===== src/rtl/usb_isr_pkg.sv =====
package usb_isr_pkg;
    localparam int WORD_W = 32;
    // sticky write-1-to-clear positions
    localparam logic [WORD_W-1:0] STICKY_BITS = 32'hF8B0_FC0A;
    // live read-only positions
    localparam logic [WORD_W-1:0] LIVE_BITS   = 32'h070C_00F5;
    localparam logic [WORD_W-1:0] INIT_WORD   = 32'h0400_0020;
    localparam int DISC_POS     = 29;
    localparam int MISMATCH_POS = 1;
    localparam int ROLE_POS     = 0;
endpackage


===== src/rtl/isr_bit_bank.sv =====
module isr_bit_bank
    import usb_isr_pkg::*;
(
    input  logic              clk,
    input  logic              rst_n,
    input  logic [WORD_W-1:0] set_vec,
    input  logic [WORD_W-1:0] clr_vec,
    input  logic [WORD_W-1:0] live_vec,
    output logic [WORD_W-1:0] word_q
);
    logic [WORD_W-1:0] sticky_d;
    logic [WORD_W-1:0] word_d;

    always_comb begin
        // a set in the same cycle overrides a clear
        sticky_d = (word_q | set_vec) & ~(clr_vec & ~set_vec);
        word_d   = (sticky_d & STICKY_BITS) | (live_vec & LIVE_BITS);
    end

    always_ff @(posedge clk or negedge rst_n) begin
        if (!rst_n) word_q <= INIT_WORD;
        else        word_q <= word_d;
    end
endmodule


===== src/rtl/isr_irq_reduce.sv =====
module isr_irq_reduce
    import usb_isr_pkg::*;
(
    input  logic              clk,
    input  logic              rst_n,
    input  logic [WORD_W-1:0] sts,
    input  logic [WORD_W-1:0] mask,
    input  logic              gie,
    output logic              irq
);
    localparam logic [WORD_W-1:0] USED_BITS = STICKY_BITS | LIVE_BITS;
    logic any_hit;

    always_comb any_hit = |(sts & mask & USED_BITS);

    always_ff @(posedge clk or negedge rst_n) begin
        if (!rst_n) irq <= 1'b0;
        else        irq <= gie & any_hit;
    end
endmodule


===== src/rtl/usb_isr_top.sv =====
module usb_isr_top
    import usb_isr_pkg::*;
#(
    parameter int              ADDR_W   = 8,
    parameter logic [ADDR_W-1:0] STS_ADDR = 'h14,
    parameter logic [ADDR_W-1:0] MSK_ADDR = 'h18
) (
    input  logic              clk,
    input  logic              rst_n,
    input  logic              bus_sel,
    input  logic              bus_wr,
    input  logic [ADDR_W-1:0] bus_addr,
    input  logic [WORD_W-1:0] bus_wdata,
    output logic [WORD_W-1:0] bus_rdata,
    input  logic [WORD_W-1:0] ev_pulse,
    input  logic [WORD_W-1:0] lvl_in,
    input  logic              host_mode,
    input  logic              wrong_role_acc,
    input  logic              gie,
    output logic              irq
);
    logic              sts_wr;
    logic              msk_wr;
    logic [WORD_W-1:0] set_vec;
    logic [WORD_W-1:0] clr_vec;
    logic [WORD_W-1:0] live_vec;
    logic [WORD_W-1:0] sts_q;
    logic [WORD_W-1:0] mask_q;

    always_comb begin
        sts_wr = bus_sel & bus_wr & (bus_addr == STS_ADDR);
        msk_wr = bus_sel & bus_wr & (bus_addr == MSK_ADDR);

        set_vec               = ev_pulse;
        set_vec[DISC_POS]     = ev_pulse[DISC_POS] & host_mode;
        set_vec[MISMATCH_POS] = wrong_role_acc;

        clr_vec  = sts_wr ? bus_wdata : '0;

        live_vec           = lvl_in;
        live_vec[ROLE_POS] = host_mode;
    end

    isr_bit_bank u_bank (
        .clk      (clk),
        .rst_n    (rst_n),
        .set_vec  (set_vec),
        .clr_vec  (clr_vec),
        .live_vec (live_vec),
        .word_q   (sts_q)
    );

    always_ff @(posedge clk or negedge rst_n) begin
        if (!rst_n)      mask_q <= '0;
        else if (msk_wr) mask_q <= bus_wdata;
    end

    isr_irq_reduce u_irq (
        .clk   (clk),
        .rst_n (rst_n),
        .sts   (sts_q),
        .mask  (mask_q),
        .gie   (gie),
        .irq   (irq)
    );

    always_comb begin
        bus_rdata = '0;
        if (bus_sel && !bus_wr) begin
            unique case (1'b1)
                (bus_addr == STS_ADDR): bus_rdata = sts_q;
                (bus_addr == MSK_ADDR): bus_rdata = mask_q;
                default:                bus_rdata = '0;
            endcase
        end
    end
endmodule



===== config.mk =====
export PLATFORM = sky130hd
export DESIGN_NAME = usb_isr_top
export DESIGN_NICKNAME = d
export VERILOG_FILES = /design/src/rtl/usb_isr_pkg.sv /design/src/rtl/isr_bit_bank.sv /design/src/rtl/isr_irq_reduce.sv /design/src/rtl/usb_isr_top.sv
export SDC_FILE = /design/constraint.sdc
export NUM_CORES = 1
export LEC_CHECK = 0
export ABC_AREA = 1
export BUFFER_PORTS_ARGS = -buffer_cell sky130_fd_sc_hd__clkbuf_2
export CAP_MARGIN = 20
export CELL_PAD_IN_SITES_DETAIL_PLACEMENT = 0
export CELL_PAD_IN_SITES_GLOBAL_PLACEMENT = 1
export CORE_AREA = 2 2 99 101
export CTS_BUF_LIST = sky130_fd_sc_hd__clkbuf_8
export CTS_CLUSTER_DIAMETER = 60
export DETAILED_ROUTE_END_ITERATION = 8
export DIE_AREA = 0 0 101 103
export GPL_TIMING_DRIVEN = 0
export PLACE_DENSITY_LB_ADDON = 0.1
export SLEW_MARGIN = 0
export SYNTH_ARGS = -nofsm -noshare
export SYNTH_HDL_FRONTEND = slang
export SYNTH_SLANG_ARGS = --single-unit

===== constraint.sdc =====
create_clock -name clk -period 1.22 [get_ports clk]
set_input_delay 0.122 -clock clk [delete_from_list [all_inputs] [get_ports clk]]
set_output_delay 0.122 -clock clk [all_outputs]
set_load 0.05 [all_outputs]

==> impl_metrics.toml <==
[detailed_routing]
num_vias = 3307
drtIter0Drc = 85
first_pass_iters = 4
via_per_inst = 4.765
wl_mm = 10.64
postRouteAntennaNets = 0
wl_per_cell_microns = 15.33
drc = 0

[yosys]
ys_seq_elements = 60
mappedNetlistArea_sq_um = 3010
ys_seq_area_share_pct = 49.96
synth-edff-count = 0
yosys_warnings = 0
synthesis.nets = 510
async_flop_share_pct = 100.0
yosysMostFrequentCell = "nand2_1"
synth_top_cell_area_share_pct = 48.21
syn_inst = 399
synth_top_cells_by_area = "dfrtp_1 48%, nand2_1 14%, nand3_1 9.1%"
synth_cell_types = 18
synth_ff_type = "dfrtp_1"
synth_top_area_cell = "dfrtp_1"
synth_commonest_cells = "113 x nand2_1, 58 x dfrtp_1, 55 x nand3_1, 53 x inv_1, 32 x o21ai_1"
avgSynthCellArea_sq_um = 7.545

[critical_path]
worstSetupStartpoint = "bus_addr[5]"
critPathMaxFanout = 10
reg2reg_from = "mask_q[14]"
critPathRequiredTime_ns = 1.10
worstSetupEndpointType = "output pin"
critical_path_class = "in2out"
worstPathArrival_ns = 1.31
critPathLaunchType = "primary input"

[run_status]
violations = "negative setup slack"
status = "finished, violations left"

[placement]
portBuffers = 104
hpwlAfterDp_mm = 6.990
pre_cts_ws_ns = -0.6786
gp_congestion = 0.7642

[die]
start_util_pct = 31.83
placementRows = 36
die_w_microns = 101
io-pin-count = 144
dieArea_sq_um = 10400
die_y_microns = 103
design.core.area_sq_um = 9459

[clock_network]
root_buffer = "clkbuf_8"
htree_levels = 3
cts_max_path_buffers = 2
cts_tree = "yes"
clkLatencyLatePin_ns = 0.34
numCtsBuffers = 9
clk_pin_slew_worst_paths_ns = 0.07
clock_sinks = 60

[global_route]
grt_first_pass_wirelength_mm = 16.82
grtUsageTotal_pct = 21.33
antenna_found_initial = 0
grt_start_max_net_pins = 61
grt_overflow = 0
first_global_vias = 3419

[layout]
drive_above_1_share_pct = 40.52
layout.nets = 686
diodes = 0
areaGrowthSynthToFinish_pct = 90.07
final_util_pct = 60.49

[timing]
relSlewSlack_pct = 45.92
finalCriticalPeriod_ns = 1.431
fmax_mhz = 698.7
slew_violations = 0
rsz0062_at_grt = "yes"
layout_setup_ws_ns = -0.2111
tightest_slew_ns = 0.8112
skew_ns = 0.003593
setup_viol = 32
report.final.hold_viol_count = 0
final.period_utilization_pct = 117.3

[power_and_ir_drop]
p_total_uw = 4443
p_leak_uw = 0.002582
p_per_area_nw_per_um2 = 776.5
ir_drop_mv = 0.4077

[min_path]
min_from = "bus_wdata[22]"
hp-class = "in2reg"

[run]
max_cap_violations = 0
-- repair_timing --
item	4_1_cts	5_1_grt
setup endpoints to repair	76	82
resized for setup	124	70
pin swaps	6	10
hold buffers	50	0
cloned	0	2
hold endpoints to repair	107	0
setup buffers	7	3
-- layout by cell type, fill, tap and decap left out, types with 2 or more instances in the layout --
master	netlist	layout
nand4_1	16	16
dfstp_2	2	2
nand2_1	113	109
buf_8	0	34
inv_1	53	52
clkbuf_8	0	16
inv_4	0	2
nand3_4	0	6
clkbuf_16	0	5
nand2_4	0	2
a21oi_4	0	27
dfrtp_1	58	58
clkbuf_2	0	69
nand3_1	55	17
clkbuf_4	0	4
o21ai_1	32	32
buf_12	0	4
buf_4	0	8
nand3_2	1	33
nor3b_4	0	5
buf_6	0	10
nor2_1	8	8
nor3_4	1	2
dlygate4sd3_1	0	50
-- stage by stage --
step,setup TNS [ns],std cells,cell area [sq um],hold WS (ns)
6_report,-5.470,694,5722,0.01908
3_3_place_gp,-63.28,617,4183,0.2105
4_1_cts,-8.026,690,5497,0.0007915
3_5_place_dp,-44.43,617,4185,0.2125
2_1_floorplan,-4.072,399,3520,-0.1736
5_1_grt,-7.119,694,5722,0.03497
-- logic make-up after synthesis --
group	synth area share, %
and+or+nand+nor	30.22
DFF	49.96
buffers and inverters	9.850
AOI/OAI and AO/OA	9.975
-- layout make-up --
type,instances,area [sq um]
inverters,54,220.2
repair buffers,166,1506
fillers,840,3737
clock buffers,12,165.2
plain buffers,23,316.6
well taps,114,142.6
clock inverters,4,16.27
flip-flops and latches,60,1504
multi-input cells,261,1851
-- state kept, by name (all words and copies together), names as in the netlist --
register,count
u_bank.word_q,27
u_irq.irq,1
mask_q,32
-- path summary, 6_finish.rpt --
kind / slack [ns] / end / depth (start not counted)
max: -0.21 / bus_rdata[23] / 9
min: 0.02 / mask_q[22] / 3
max reg2reg: 0.15 / u_irq.irq / 6
min reg2reg: 0.49 / mask_q[8] / 2
max in group asynchronous: 0.27 / u_bank.word_q[0] / 2
min in group asynchronous: 0.41 / mask_q[9] / 2
-- report_power, final --
part / total, uW / internal (uW) / switching (uW)
registers: 2090 / 2050 / 41.6
clock network: 1670 / 879 / 788
logic: 688 / 326 / 362
total: 4440 / 3250 / 1190
-- critical path: stages --
cell	delay, ns
clkbuf_16	0.13
inv_12	0.04
nand2_4	0.04
nor3_4	0.15
buf_12	0.17
clkbuf_16	0.18
nand3_1	0.12
a21oi_4	0.18
buf_8	0.16
-- layer usage --
layer	wire length (microns)	part of all wire, %	global-route usage (%)
met1	4809	45	28.27
met2	5316	50	35.18
met3	324	3.0	3.051
met4	187	1.8	8.836
met5	0	0	0
(Power assumes the default switching activity.)
